`src/rtl/battTestPkg.sv`:
```
package battTestPkg;
  typedef enum logic [1:0] {
    PH_OFF     = 2'd0,
    PH_RECOVER = 2'd1,
    PH_LOAD    = 2'd2,
    PH_WAIT    = 2'd3
  } phase_e;

  // strobes from control to datapath
  typedef struct packed {
    logic   clrCnt;
    logic   sample;
    logic   commit;
    logic   puTest;
    phase_e phase;
  } ctrlStrb_t;
endpackage

```
`src/rtl/battTestCtrl.sv`:
```
module battTestCtrl
  import battTestPkg::*;
(
  input  logic      clk,
  input  logic      rstN,
  input  logic      supplyGood,
  input  logic      phaseDone,
  output ctrlStrb_t strb,
  output logic      loadEn
);
  phase_e state, nextState;
  logic   puTestQ;

  always_comb begin
    nextState = state;
    if (!supplyGood) nextState = PH_OFF;
    else begin
      unique case (state)
        PH_OFF:     nextState = PH_RECOVER;
        PH_RECOVER: if (phaseDone) nextState = PH_LOAD;
        PH_LOAD:    if (phaseDone) nextState = PH_WAIT;
        PH_WAIT:    if (phaseDone) nextState = PH_LOAD;
        default:    nextState = PH_OFF;
      endcase
    end
  end

  always_ff @(posedge clk or negedge rstN) begin
    if (!rstN) begin
      state   <= PH_OFF;
      puTestQ <= 1'b0;
    end else begin
      state <= nextState;
      if (nextState == PH_OFF) puTestQ <= 1'b0;
      else if (state == PH_RECOVER && nextState == PH_LOAD) puTestQ <= 1'b1;
      else if (state == PH_LOAD && nextState != PH_LOAD) puTestQ <= 1'b0;
    end
  end

  always_comb begin
    strb.phase  = state;
    strb.clrCnt = (nextState != state) || (state == PH_OFF);
    strb.sample = (state == PH_LOAD) && supplyGood;
    strb.commit = (state == PH_LOAD) && supplyGood && phaseDone;
    strb.puTest = puTestQ;
  end

  assign loadEn = (state == PH_LOAD) && supplyGood;

  // a failed supply always parks the sequencer
  p_off_on_fail_r8: assert property (@(posedge clk) disable iff (!rstN)
    !supplyGood |=> (state == PH_OFF))
    else $error("p_off_on_fail_r8");

  // recovery delay is followed by a test window
  p_test_after_recover_r1: assert property (@(posedge clk) disable iff (!rstN)
    (state == PH_RECOVER && phaseDone && supplyGood) |=> (state == PH_LOAD))
    else $error("p_test_after_recover_r1");
endmodule

```
`src/rtl/battTestDatapath.sv`:
```
module battTestDatapath
  import battTestPkg::*;
#(
  parameter int unsigned REG_TICKS    = 86_400_000,
  parameter int unsigned WARN_TICKS   = 60_000,
  parameter int unsigned LOAD_TICKS   = 1_000,
  parameter int unsigned REC_TICKS    = 150,
  parameter int unsigned DETACH_TICKS = 1_000
)(
  input  logic      clk,
  input  logic      rstN,
  input  logic      tick,
  input  logic      battLow,
  input  logic      battPresent,
  input  ctrlStrb_t strb,
  output logic      phaseDone,
  output logic      warn
);
  localparam int unsigned MAX_A = (REG_TICKS > WARN_TICKS) ? REG_TICKS : WARN_TICKS;
  localparam int unsigned MAX_B = (LOAD_TICKS > REC_TICKS) ? LOAD_TICKS : REC_TICKS;
  localparam int unsigned MAX_T = (MAX_A > MAX_B) ? MAX_A : MAX_B;
  localparam int CNT_W = $clog2(MAX_T + 1);
  localparam int ABS_W = $clog2(DETACH_TICKS + 1);
  localparam logic [CNT_W-1:0] REG_END  = CNT_W'(REG_TICKS - 1);
  localparam logic [CNT_W-1:0] WARN_END = CNT_W'(WARN_TICKS - 1);
  localparam logic [CNT_W-1:0] LOAD_END = CNT_W'(LOAD_TICKS - 1);
  localparam logic [CNT_W-1:0] REC_END  = CNT_W'(REC_TICKS - 1);
  localparam logic [ABS_W-1:0] ABS_MAX  = ABS_W'(DETACH_TICKS);

  logic [CNT_W-1:0] cnt, endVal;
  logic [ABS_W-1:0] absCnt;
  logic             failSeen, swapSeen, presentQ, swapOk, testFail;

  always_comb begin
    unique case (strb.phase)
      PH_RECOVER: endVal = REC_END;
      PH_LOAD:    endVal = LOAD_END;
      PH_WAIT:    endVal = warn ? WARN_END : REG_END;
      default:    endVal = '0;
    endcase
  end

  assign phaseDone = tick && (strb.phase != PH_OFF) && (cnt == endVal);
  assign testFail  = failSeen || battLow;
  assign swapOk    = battPresent && !presentQ && (absCnt >= ABS_MAX);

  always_ff @(posedge clk or negedge rstN) begin
    if (!rstN) begin
      cnt      <= '0;
      failSeen <= 1'b0;
    end else if (strb.clrCnt) begin
      cnt      <= '0;
      failSeen <= 1'b0;
    end else begin
      if (tick) cnt <= cnt + 1'b1;
      if (strb.sample && battLow) failSeen <= 1'b1;
    end
  end

  // absence timer and swap qualification
  always_ff @(posedge clk or negedge rstN) begin
    if (!rstN) begin
      absCnt   <= '0;
      presentQ <= 1'b1;
      swapSeen <= 1'b0;
    end else begin
      presentQ <= battPresent;
      if (battPresent) absCnt <= '0;
      else if (tick && absCnt < ABS_MAX) absCnt <= absCnt + 1'b1;
      if (strb.commit) swapSeen <= 1'b0;
      else if (swapOk) swapSeen <= 1'b1;
    end
  end

  always_ff @(posedge clk or negedge rstN) begin
    if (!rstN) warn <= 1'b0;
    else if (strb.commit) begin
      if (testFail) warn <= 1'b1;
      else if (!warn || swapSeen || strb.puTest) warn <= 1'b0;
    end
  end

  // a failing test always leaves the warning set
  p_fail_sets_warn_r3: assert property (@(posedge clk) disable iff (!rstN)
    (strb.commit && testFail) |=> warn)
    else $error("p_fail_sets_warn_r3");

  // the warning only rises at the end of a window
  p_rise_on_commit_r3: assert property (@(posedge clk) disable iff (!rstN)
    $rose(warn) |-> $past(strb.commit))
    else $error("p_rise_on_commit_r3");

  // the warning only falls at the end of a window
  p_fall_on_commit_r5: assert property (@(posedge clk) disable iff (!rstN)
    $fell(warn) |-> $past(strb.commit))
    else $error("p_fall_on_commit_r5");

  // the phase counter never runs past its limit
  p_cnt_in_range_r2: assert property (@(posedge clk) disable iff (!rstN)
    (strb.phase != PH_OFF) |-> (cnt <= endVal))
    else $error("p_cnt_in_range_r2");
endmodule

```
`src/rtl/battTestSched.sv`:
```
module battTestSched
  import battTestPkg::*;
#(
  parameter int unsigned REG_TICKS    = 86_400_000,
  parameter int unsigned WARN_TICKS   = 60_000,
  parameter int unsigned LOAD_TICKS   = 1_000,
  parameter int unsigned REC_TICKS    = 150,
  parameter int unsigned DETACH_TICKS = 1_000
)(
  input  logic clk,
  input  logic rstN,
  input  logic tick,
  input  logic supplyGood,
  input  logic battLow,
  input  logic battPresent,
  output logic loadEn,
  output logic warnN,
  output logic warnDrive
);
  ctrlStrb_t strb;
  logic      phaseDone, warn;

  battTestCtrl uCtrl (
    .clk(clk), .rstN(rstN), .supplyGood(supplyGood),
    .phaseDone(phaseDone), .strb(strb), .loadEn(loadEn)
  );

  battTestDatapath #(
    .REG_TICKS(REG_TICKS), .WARN_TICKS(WARN_TICKS), .LOAD_TICKS(LOAD_TICKS),
    .REC_TICKS(REC_TICKS), .DETACH_TICKS(DETACH_TICKS)
  ) uDp (
    .clk(clk), .rstN(rstN), .tick(tick), .battLow(battLow),
    .battPresent(battPresent), .strb(strb), .phaseDone(phaseDone), .warn(warn)
  );

  assign warnDrive = warn;
  assign warnN     = ~warn;
endmodule

```
`config.mk`:
```
export PLATFORM = sky130hd
export DESIGN_NAME = battTestSched
export DESIGN_NICKNAME = d
export VERILOG_FILES = /design/src/rtl/battTestPkg.sv /design/src/rtl/battTestCtrl.sv /design/src/rtl/battTestDatapath.sv /design/src/rtl/battTestSched.sv
export SDC_FILE = /design/constraint.sdc
export NUM_CORES = 1
export LEC_CHECK = 0
export ABC_AREA = 1
export BUFFER_PORTS_ARGS = -buffer_cell sky130_fd_sc_hd__buf_2
export CAP_MARGIN = 20
export CORE_MARGIN = 10
export CORE_UTILIZATION = 30
export CTS_BUF_LIST = sky130_fd_sc_hd__clkbuf_8
export DETAILED_ROUTE_END_ITERATION = 12
export PLACE_DENSITY = 0.5
export SETUP_SLACK_MARGIN = 0.15
export SYNTH_ARGS = -nofsm -noshare
export SYNTH_HDL_FRONTEND = slang
export SYNTH_SLANG_ARGS = --single-unit
```
`constraint.sdc`:
```
create_clock -name clk -period 2.42 [get_ports clk]
set_input_delay 0.726 -clock clk [delete_from_list [all_inputs] [get_ports clk]]
set_output_delay 0.726 -clock clk [all_outputs]
set_load 0.005 [all_outputs]
```
# --- After elaboration in Yosys (flattened, before gate mapping) ---
# Cells that the tools add are included.
totals:
  input_bits: 6
  reg_bits: 44
  output_inout_bits: 3
  word_cells: 66
classes:
  n_bitwise: 1
  eq_ne: 7
  magnitude_cmp: 2
  n_reduce_logical: 27
  muxes: 19
  addsub: 2
ops:
  columns: ["operator", "count"]
  rows:
  - ["$mux W27", 3]
  - ["$pmux W27 S3", 1]
  - ["$add A27 B1 Y27 const B", 1]
  - ["$eq A27 B27 Y1", 1]
  - ["$mux W10", 2]
  - ["$reduce_bool A2 Y1", 6]
  - ["$add A10 B1 Y10 const B", 1]
  - ["$ge A10 B10 Y1 const B", 1]
  - ["$logic_and A1 B1 Y1", 10]
  - ["$lt A10 B10 Y1 const B", 1]
  - ["$mux W1", 9]
  - ["$eq A2 B2 Y1 const B", 3]
  - ["$mux W2", 3]
  - ["$pmux W2 S3", 1]
  - ["$logic_not A2 Y1", 2]
  - ["$logic_or A1 B1 Y1", 4]
  - ["$reduce_bool A3 Y1", 1]
  - ["$eq A2 B1 Y1 const B", 1]
  - ["$logic_not A1 Y1", 2]
  - ["$ne A2 B2 Y1", 1]
  - ["$ne A2 B2 Y1 const B", 1]
  - ["$reduce_and A2 Y1", 1]
  - ["$reduce_or A2 Y1", 1]
  - ["$not A1 Y1", 1]

# --- Depth between registers and ports, before layout ---
# Gate-level depths: netlist (run 1).
logic_depth:
  depth_word: 12
  mapped_depth: 14
  depth_no_buf: 12

# --- Modules after synthesis ---
# From an unflattened synthesis (run 1), not the netlist that was laid out.
hier_totals:
  cells_unflattened: 402
  area_unflattened_um2: 2824.0
modules_own_cells:
  columns: ["module", "instances", "seq_area_each_um2", "area_per_inst_um2", "cells_per_inst"]
  rows:
  - ["battTestDatapath", 1, 1027.2, 2643.8, 377]
  - ["battTestCtrl", 1, 75.1, 176.4, 24]
  - ["battTestSched", 1, 0.0, 3.8, 1]

# --- Least setup slack after synthesis (run 1) ---
# OpenSTA, ideal clock, no wires.
synth_path:
  path_type: "input port to flip-flop"
  from: "in tick"
  to: "reg uDp.cnt[6]"
  setup_time_ps: 119
  path_slack_ps: 569
  stages: 11
  arrival_ps: 1732
  required_time_ps: 2301
  n_path_buf: 2
  path_cell_list: "buf_2 nand4_1 nor2_1 nand2_1 nor2_4 nand2_4 nand3_4 inv_4 buf_6 nand2_1 nor2_1"
synth_between:
  elab_chain_len: 8
  elab_cells_between_ends: 10
  classes_between: "1 x eq/ne; 5 x mux; 4 x reduce/logical"
synth_rtl:
  columns: ["item", "line", "source"]
  rows:
  - ["from (decl)", "battTestSched.sv:12", "input logic tick,"]
  - ["$logic_and A1 B1 Y1 (2 in a row)", "battTestDatapath.sv:43", "assign phaseDone = tick && (strb.phase != PH_OFF) && (cnt == endVal);"]
  - ["$mux W2, on equally long branches", "battTestCtrl.sv:20, battTestCtrl.sv:22, battTestCtrl.sv:21", null]
  - ["$pmux W2 S3", "battTestCtrl.sv:18", "unique case (state)"]
  - ["$mux W2", "battTestCtrl.sv:16", "if (!supplyGood) nextState = PH_OFF;"]
  - ["$ne A2 B2 Y1", "battTestCtrl.sv:42", "strb.clrCnt = (nextState != state) || (state == PH_OFF);"]
  - ["$logic_or A1 B1 Y1", "battTestCtrl.sv:42", null]
  - ["$mux W27 or $reduce_bool A2 Y1 (tied branches)", null, null]
  - ["to (signal assigned)", "battTestDatapath.sv:55", "if (tick) cnt <= cnt + 1'b1;"]
  - ["to (decl)", "battTestDatapath.sv:30", "logic [CNT_W-1:0] cnt, endVal;"]
# Several ways; a longest one is shown, not always the timed one.
# A chain may end at the register's enable or synchronous reset.

# --- Worst setup path after layout (run 1) ---
layout_path:
  from: "reg uCtrl.state[0]"
  to: "out loadEn"
layout_between:
  elab_chain_len: 2
layout_rtl:
  columns: ["item", "line", "source"]
  rows:
  - ["from (decl)", "battTestCtrl.sv:11", "phase_e state, nextState;"]
  - ["from (signal assigned)", "battTestCtrl.sv:33", "state <= nextState;"]
  - ["$eq A2 B2 Y1", "battTestCtrl.sv:48", "assign loadEn = (state == PH_LOAD) && supplyGood;"]
  - ["$logic_and A1 B1 Y1", "battTestCtrl.sv:48", null]
  - ["to (decl)", "battTestSched.sv:16", "output logic loadEn,"]
# Every way passes these cells.

==> results of run 1 <==
layout make-up:
cell class / count / area [µm²]
Sequential cell: 44 / 1100
Multi-Input combinational cell: 281 / 1380
Tap cell: 108 / 135
Clock buffer: 5 / 68.8
Fill cell: 947 / 5770
Inverter: 52 / 200
Clock inverter: 3 / 46.3
Timing Repair Buffer: 9 / 60.1
routing by layer:
metal | global-route usage | part of all wire | up-vias
li1 | - | - | 1237
met5 | 0 | 0 | -
met4 | 0.0305 | 0.014 | 0
met3 | 0.0214 | 0.045 | 7
met2 | 0.158 | 0.45 | 48
met1 | 0.136 | 0.49 | 1081
logic make-up (layout without fill, tap and decap cells):
kind of cell	Yosys count	count (layout)	share of synthesized area
AO/OA/AOI/OAI	28	28	0.0523
XOR/XNOR	9	9	0.0289
adder cells (fa/ha/maj)	3	3	0.0138
buffers and inverters	58	69	0.0895
flip-flops	44	44	0.405
AND/OR/NAND/NOR	241	241	0.411
power by group through the flow:
stage / Combinational (mW) / Sequential, mW / Clock, mW
after floorplan: 0.0750 / 0.761 / 0
after global placement: 0.106 / 0.768 / 0
after detailed placement: 0.108 / 0.767 / 0
after CTS: 0.108 / 0.753 / 0.612
after global routing: 0.120 / 0.755 / 0.645
final: 0.105 / 0.753 / 0.595
per-stage QoR:
stage	area, µm²	utilization	instances
2_1_floorplan	2730	-	383
3_3_place_gp	2880	0.328	494
3_5_place_dp	2880	0.328	494
4_1_cts	2990	0.341	502
5_1_grt	3000	0.342	502
6_report	3000	0.342	502
state kept, by name, summed over array words and instances, names as in the netlist:
signal	flops
uDp.warn	1
uCtrl.puTestQ	1
uDp.swapSeen	1
uDp.presentQ	1
uDp.failSeen	1
uDp.cnt	27
uDp.absCnt	10
uCtrl.state	2
worst max-delay path, stage by stage (launching register included):
cell and delay [ns]:
dfrtp_2 0.51, inv_2 0.13, nand2_1 0.12, nor2_2 0.16, buf_2 0.14
cells in the final DEF (no fill, tap or decap), drive strengths merged:
master and n:
nor2 73, o21ai 10, inv 52, nand2 97
xnor2 2, nand3b 2, nor3b 2, nand4 6
a211oi 1, ha 3, or3 1, xor2 7
a21oi 17, nor4 9, clkinvlp 1, or2 1
bufinv 1, nand3 30, nor3 20, clkbuf 5
dfstp 1, dfrtp 43, buf 9, clkinv 1
worst paths after layout:
kind,slack (ns),startpoint,cells after the start,to
max,0.33,uCtrl.state[0],4,loadEn
min,0.36,rstN,1,uDp.cnt[0]
max reg2reg,0.47,uDp.cnt[0],11,uDp.cnt[20]
min reg2reg,0.52,uDp.swapSeen,2,uDp.swapSeen
max in group asynchronous,1.49,rstN,2,uDp.presentQ
min in group clk,0.52,uDp.swapSeen,2,uDp.swapSeen
==> run metrics, run 1 <==
max-cap check violation count 0; CP required 1.69 ns; All-Layer GR Usage 0.101; RSZ-0062 raised after global routing no; # IOs 9; clock tree buffer depth 2; global-route wire length before repair 11000 µm; final setup margin 0.328 ns; number of remaining DRC errors 0; Syn Inst Count 383; Die Width 115 µm; Int Power 1.08 mW; Routed WL 6420 µm; CTS tree done; fin crit share 0.864; CTS Root Cell clkbuf_8; antenna-violating nets left 0; pwr/cell area 485 nW/µm²; # hold bufs at CTS 0; synth warn 0; pin count of the biggest net entering global routing 26; DP Worst Slack 0.252 ns; Seq cells post-synth 44; dpl hpwl 5000 µm; Yosys top cell area share 0.395; combinational power share 0.072; routability cong. 0.827; Switching Fraction 0.253; arrival time worst endpoint 1.37 ns; final setup fails 0; Seq pwr share 0.518; Core Region 8760 µm²; crit path kind reg2out; Avg WL per Cell 12.8 µm; number of global-route vias before repair 2287; peak supply drop 232 µV; final setup skew 0.0151 ns; vias post-DR 2373; layout cell share with drive strength beyond 1 0.0990; PortBufs 8; synthesized net count 392; TNS Setup 0 ns; Slew headroom 0.677; Worst-Skew Late Latency 0.30 ns; FFs w/ async S/R, synth 1.00; initial DRC count 130; Layout Nets 402; Core Rows 34; Seq/Total Area, Yosys 0.404; count leader, synth nand2_1; cts repair resizes 0; GRT overflow 0; Worst setup SP type register; initial antenna violation count 0; Num CTS Buffers 5; most area-consuming cells after synthesis dfrtp_1, nand2_1, nor2_1; Initial Util 0.311; H-tree lvl count 2; Detailed Routing Iterations Pass 1 4; CTS sink cnt 44; status finished clean; most frequent cells after synthesis nand2_1, nor2_1, inv_1; leakage power 1.30 nW; Synth Cell Area 2730 µm²; ant diodes 0; Max FO, Critical Path 9; Worst Setup End Kind output pin; CTS clk-pin slew, worst paths 0.10 ns; final hold violations 0; worst-margin pin slew 0.480 ns; worst min-delay path class in2async; Die ar. 13300 µm²; Highest Clock Rate 478 MHz; EDFF count, synth 0; Psw 0.368 mW; min Tclk post-route 2.09 ns; hold slack 0.363 ns; Mapped Avg Cell Area 7.12 µm²; clock share of power 0.410; final slew viol count 0; post-CTS setup buffers 0; area delta synth->final 9.96%; Overall Power 1.45 mW; die height 115 µm; Vias/cell 4.73; Synth Flop Type dfrtp_1; Synth cell types 34; Yosys top cell by area dfrtp_1
(Power assumes the default switching activity.)
==> run 2, diff against run 1 <==
- CELL_PAD_IN_SITES_DETAIL_PLACEMENT: unset -> 0
- CELL_PAD_IN_SITES_GLOBAL_PLACEMENT: unset -> 2
- PLACE_DENSITY: 0.5 -> 0.74
- SLEW_MARGIN: unset -> 20
- SYNTH_HIERARCHICAL: unset -> 1
==> run 2 against run 1 <==
Compared with the run above:
- clock skew fell by 0.0016 ns
- synthesized area rose by 3.6%
- flip-flop and latch count did not move
- register-to-register slack got worse by 0.36 ns
- largest power group unchanged
- highest routed layer unchanged
==> run metrics, run 2 <==
Area after DPL 3160 µm² (+10%); Layout Nets 451 (+12%); crit-path cells buf_6 -> o21ai_0 -> nand3_1 -> nor2_1 -> nand3_1 -> nor2_2 -> nor2_2 -> o21ai_2 -> nor2_4 -> buf_6 -> nor2_8 -> nand3_4 -> nor2_4 -> nand3_1 -> nand2_1 -> nor2_1; CP peak stage delay 0.47 ns (-0.04 ns); H-tree lvl count 2 (unchanged); Avg WL per Cell 13.9 µm (+8.5%); Yosys top cell by area dfrtp_1; Synth cell types 33 (-2.9%); die height 117 µm (+1.5%); layout cell share with drive strength beyond 1 0.262 (+0.163); Worst Setup End Kind register; fin area 3530 µm² (+18%); RSZ-0062 raised after global routing yes; hold slack 0.388 ns (+0.0249 ns); max-cap check violation count 0 (unchanged); Routed WL 7680 µm (+20%); final hold violations 0 (unchanged); Worst-Skew Late Latency 0.30 ns (about the same); most frequent cells in the layout nand2_1, nor2_1, inv_1, dfrtp_1, nand3_1; Core Region 9200 µm² (+4.9%); worst min-delay path class in2async; clock tree buffer depth 2 (unchanged); # IOs 9 (unchanged); Top delay family on crit path simple AND/OR/NAND/NOR gates; crit path kind reg2reg; number of global-route vias before repair 2501 (+9.4%); Synth Flop Type dfrtp_1; max reg flops 27 (unchanged); final setup skew 0.0135 ns (-0.00163 ns); initial antenna violation count 0 (unchanged); EDFF count, synth 0 (unchanged); peak supply drop 232 µV (-0.13%); routability cong. 0.795 (-3.9%); antenna-violating nets left 0 (unchanged); most area-consuming cells after synthesis dfrtp_1, nand2_1, nor2_1; CTS Root Cell clkbuf_8; initial DRC count 128 (-1.5%); CP required 2.61 ns (+0.92 ns); Biggest register uDp/cnt; Detailed Routing Iterations Pass 1 4 (unchanged); final setup fails 0 (unchanged); arrival time worst endpoint 2.50 ns (+1.13 ns); Worst path most repeated cell nand3_1; most frequent cells after synthesis nand2_1, nor2_1, inv_1; worst path bufs/invs 2 (unchanged); synth warn 6 (+6); Highest Clock Rate 433 MHz (-9.5%); synthesized net count 411 (+4.8%); Mapped Avg Cell Area 7.02 µm² (-1.3%); final slew viol count 0 (unchanged); ant diodes 0 (unchanged); fin crit share 0.955 (+0.0904); # hold bufs at CTS 0 (unchanged); All-Layer GR Usage 0.117 (+0.0158); GRT overflow 0 (unchanged); Syn Inst Count 402 (+5.0%); Die Width 117 µm (+1.5%); Die ar. 13700 µm² (+3.0%); Critical-path top delay cell dfrtp_2; Yosys top cell area share 0.381 (-0.0138); vias post-DR 2684 (+13%); leakage power 1.55 nW (+19%); Initial Util 0.307 (-0.00389); Seq/Total Area, Yosys 0.390 (-0.0142); status finished clean; worst-margin pin slew 0.504 ns (+0.0231 ns); Num CTS Buffers 5 (unchanged); most common cell after layout, fill and taps aside nand2_1; PortBufs 8 (unchanged); area delta synth->final 24.9%; dpl hpwl 5830 µm (+17%); Vias/cell 4.84 (+2.5%); Worst setup SP type register; global-route wire length before repair 12600 µm (+14%); CTS tree done; Slew headroom 0.664 (-0.0124); Max FO, Critical Path 6 (-3); largest registers uDp/cnt x27, uDp/absCnt x10, uCtrl/state x2; CTS sink cnt 44 (unchanged); number of remaining DRC errors 0 (unchanged); FFs w/ async S/R, synth 1.00 (unchanged); CTS clk-pin slew, worst paths 0.09 ns (about the same); Core Rows 35 (+2.9%); Seq cells post-synth 44 (unchanged); count leader, synth nand2_1; Synth Cell Area 2820 µm² (+3.6%); pin count of the biggest net entering global routing 28 (+7.7%); pwr/cell area 418 nW/µm² (-14%); min Tclk post-route 2.31 ns (+0.219 ns)
## run 2: changes by cell type after synthesis, moves of 9 or more
cell     previous run  this run
nor4_1              9         0
nand3_1            28        38
nor3_1             17         4
o21ai_0             9        23
## run 2: layout make-up
type	instances	area, µm²
well taps	111	139
fillers	997	5670
repair buffers	39	315
inverters	55	210
repair inverters	1	5.00
clock buffers	5	68.8
clock inverters	3	38.8
multi-input cells	296	1640
flip-flops and latches	44	1110
## run 2: cell families after synthesis
kind of cell               Yosys count  synth area share
and+or+nand+nor                    238             0.402
adders and majority gates            3            0.0133
xor gates and xnor gates             2           0.00620
DFF                                 44             0.390
buffers and inverters               62            0.0860
AOI/OAI and AO/OA                   53             0.102
## run 2: final timing paths
| kind | start | endpoint | slack (ns) | cells past startpoint |
|---|---|---|---|---|
| max | uCtrl/state[1] | uDp/cnt[17] | 0.11 | 16 |
| min in group clk | uDp/swapSeen | uDp/swapSeen | 0.51 | 1 |
| min | rstN | uDp/cnt[8] | 0.39 | 1 |
| max reg2reg | uCtrl/state[1] | uDp/cnt[17] | 0.11 | 16 |
| max in group asynchronous | rstN | uDp/cnt[6] | 1.51 | 2 |
| min reg2reg | uDp/swapSeen | uDp/swapSeen | 0.51 | 1 |
## run 2: what timing repair did
action,CTS,global route
setup buffers,5,5
pin swaps,7,19
resized for setup,15,38
endpoints found under the setup margin,22,27
gates cloned,0,1
endpoints found under the hold margin,0,0
## run 2: stage by stage
step | std cells | setup TNS (ns) | total power, mW | setup WS [ns] | utilization
after global routing | 554 | -0.0925 | 1.54 | -0.0369 | 0.383
after global placement | 535 | -0.0141 | 0.886 | -0.00784 | 0.344
final | 554 | 0 | 1.47 | 0.109 | 0.383
after detailed placement | 535 | -0.0868 | 0.886 | -0.0352 | 0.344
after floorplan | 402 | 0 | 0.826 | 0.00574 | -
after CTS | 548 | 0 | 1.49 | 0.157 | 0.364
## run 2: where the power goes
part / switching (mW) / internal, mW / leakage [nW] / total, mW
Sequential: 0.0107 / 0.743 / 0.600 / 0.754
Clock: 0.278 / 0.303 / 0.0593 / 0.581
Combinational: 0.0828 / 0.0568 / 0.894 / 0.140
## run 2: layer usage
| metal | up-vias | GRT usage | part of all wire |
|---|---|---|---|
| met2 | 39 | 0.187 | 0.47 |
| met3 | 5 | 0.0224 | 0.035 |
| met4 | 0 | 0.0288 | 0.0070 |
| met5 | - | 0 | 0 |
| met1 | 1265 | 0.158 | 0.49 |
| li1 | 1375 | - | - |
==> run 3, diff against run 2 <==
- CTS_BUF_LIST: sky130_fd_sc_hd__clkbuf_8 -> unset
==> run 3 against run 2 <==
Compared with the run above:
- clock skew about the same
- first-iteration DRC count up 5.5%
- maximum frequency up 0.27%
- clock power up 0.7%
- design area unchanged
- clock-buffer cell count up 1
==> run metrics, run 3 (synthesis results as in run 2) <==
status finished clean; Placed Cells 535 (unchanged); All-Layer GR Usage 0.117 (unchanged); Psw 0.371 mW (about the same); Detailed Routing Iterations Pass 1 4 (unchanged); Worst Setup End Kind register; Worst-Skew Late Latency 0.30 ns (about the same); number of global-route vias before repair 2501 (unchanged); Die Width 117 µm (unchanged); r2r startpoint uCtrl/state[0]; Routed WL 7670 µm (-0.25%); CTS clk-pin slew, worst paths 0.09 ns (about the same); routability cong. 0.795 (unchanged); max-cap check violation count 0 (unchanged); pin count of the biggest net entering global routing 28 (unchanged); Worst setup SP type register; Biggest register uDp/cnt; Seq pwr share 0.510 (about the same); H-tree lvl count 2 (unchanged); min Tclk post-route 2.30 ns (-0.00624 ns); worst-margin pin slew 0.500 ns (-0.00315 ns); RSZ-0062 raised after global routing yes; clock tree buffer depth 2 (unchanged); layout cell share with drive strength beyond 1 0.262 (unchanged); vias post-DR 2676 (-0.30%); dpl hpwl 5830 µm (unchanged); Slew headroom 0.666 (+0.00210); multi-input logic area 1640 µm² (unchanged); most used routing layer met2; pwr/cell area 419 nW/µm² (+0.26%); Reg area 1110 µm² (unchanged); antenna-violating nets left 0 (unchanged); ant diodes 0 (unchanged); clock share of power 0.396 (+0.002); global-route wire length before repair 12600 µm (unchanged); Vias/cell 4.83 (-0.30%); M3 GR Usage 0.0224 (unchanged); Die ar. 13700 µm² (unchanged); Area after DPL 3160 µm² (unchanged); combinational power share 0.094 (about the same); Core Region 9200 µm² (unchanged); peak supply drop 232 µV (about the same); Final Non-Filler Cells 554 (unchanged); CTS tree done; Max FO, Critical Path 6 (unchanged); worst min-delay path class in2async; GRT overflow 0 (unchanged); Avg WL per Cell 13.8 µm (-0.25%); most frequent cells in the layout nand2_1, nor2_1, inv_1, dfrtp_1, nand3_1; Core Rows 35 (unchanged); final setup fails 0 (unchanged); final setup skew 0.0135 ns (+0.0000348 ns); DP Worst Slack -0.0352 ns (unchanged); Highest Clock Rate 434 MHz (+0.27%); final hold violations 0 (unchanged); initial DRC count 135 (+5.5%); Int Power 1.11 mW (+0.38%); Layout Nets 451 (unchanged); Fillers 997 (unchanged); CTS sink cnt 44 (unchanged); Switching Fraction 0.251 (-0.000898); number of remaining DRC errors 0 (unchanged); arrival time worst endpoint 2.49 ns (about the same); CP startpoint uCtrl/state[0]; CTS Root Cell clkbuf_8; CP required 2.61 ns (about the same); M2 GR Usage 0.187 (unchanged); largest registers uDp/cnt x27, uDp/absCnt x10, uCtrl/state x2; final slew viol count 0 (unchanged); initial antenna violation count 0 (unchanged); die height 117 µm (unchanged); fin area 3530 µm² (unchanged); max reg flops 27 (unchanged); Num CTS Buffers 5 (unchanged); crit path kind reg2reg; # IOs 9 (unchanged); Final Util 0.383 (unchanged); most common cell after layout, fill and taps aside nand2_1; leakage power 1.55 nW (-0.27%); PortBufs 8 (unchanged); fin crit share 0.952 (-0.00258); final setup margin 0.115 ns (+0.00624 ns); met1 usage 0.158 (unchanged); Initial Util 0.307 (unchanged); area delta synth->final 24.9% (unchanged)
[run 3: layout make-up]
cell class / instances / area share
Timing Repair Buffer: 39 / 0.0894
Clock inverter: 2 / 0.00994
Sequential cell: 44 / 0.314
Timing Repair inverter: 1 / 0.00142
Multi-Input combinational cell: 296 / 0.466
Inverter: 55 / 0.0596
Clock buffer: 6 / 0.0206
Tap cell: 111 / 0.0394
[run 3: routing by layer]
metal,wire length (µm),vias up
met5,0,-
met4,54,0
met3,317,5
met2,3610,32
met1,3690,1264
li1,-,1375
[run 3: critical path, cell delays in order (launching register included)]
cell and delay [ns]:
dfrtp_2 0.49, nand2_4 0.15, nand2_1 0.06, o21ai_1 0.07
nand2_1 0.06, nor2_1 0.11, nand3_1 0.15, nor2_2 0.15
nor2_2 0.05, o21ai_2 0.09, nor2_4 0.08, buf_6 0.13
nor2_8 0.12, nand3_4 0.09, nor2_4 0.17, nand3_1 0.09
nand2_1 0.06, nor2_1 0.04
[run 3: metrics by stage]
step	hold slack (ns)	TNS, ns	total power [mW]
after floorplan	0.430	0	0.826
after global placement	0.476	-0.0141	0.886
after detailed placement	0.491	-0.0868	0.886
after CTS	0.396	0	1.49
after global routing	0.391	-0.0830	1.54
final	0.386	0	1.48
[run 3: path summary, 6_finish.rpt]
check | cells past startpoint | slack (ns) | to
worst min-delay path | 1 | 0.39 | uDp/cnt[8]
worst min register to register | 1 | 0.51 | uDp/swapSeen
min in group clk | 1 | 0.51 | uDp/swapSeen
worst max register to register | 17 | 0.12 | uDp/cnt[17]
max in group asynchronous | 2 | 1.51 | uDp/cnt[6]
worst max-delay path | 17 | 0.12 | uDp/cnt[17]
[run 3: power groups by stage]
stage	clock [mW]	sequential [mW]	combinational, mW
after floorplan	0	0.766	0.0599
after global placement	0	0.766	0.119
after detailed placement	0	0.766	0.120
after CTS	0.610	0.754	0.127
after global routing	0.630	0.755	0.158
final	0.585	0.754	0.139
[run 3: timing repair]
| action | in CTS | in global routing |
|---|---|---|
| gates cloned | 0 | 1 |
| endpoints found under the hold margin | 0 | 0 |
| resized for setup | 15 | 38 |
| setup endpoints to repair | 22 | 27 |
| pin swaps | 7 | 19 |
| setup buffers | 5 | 5 |
| hold buffers | 0 | 0 |
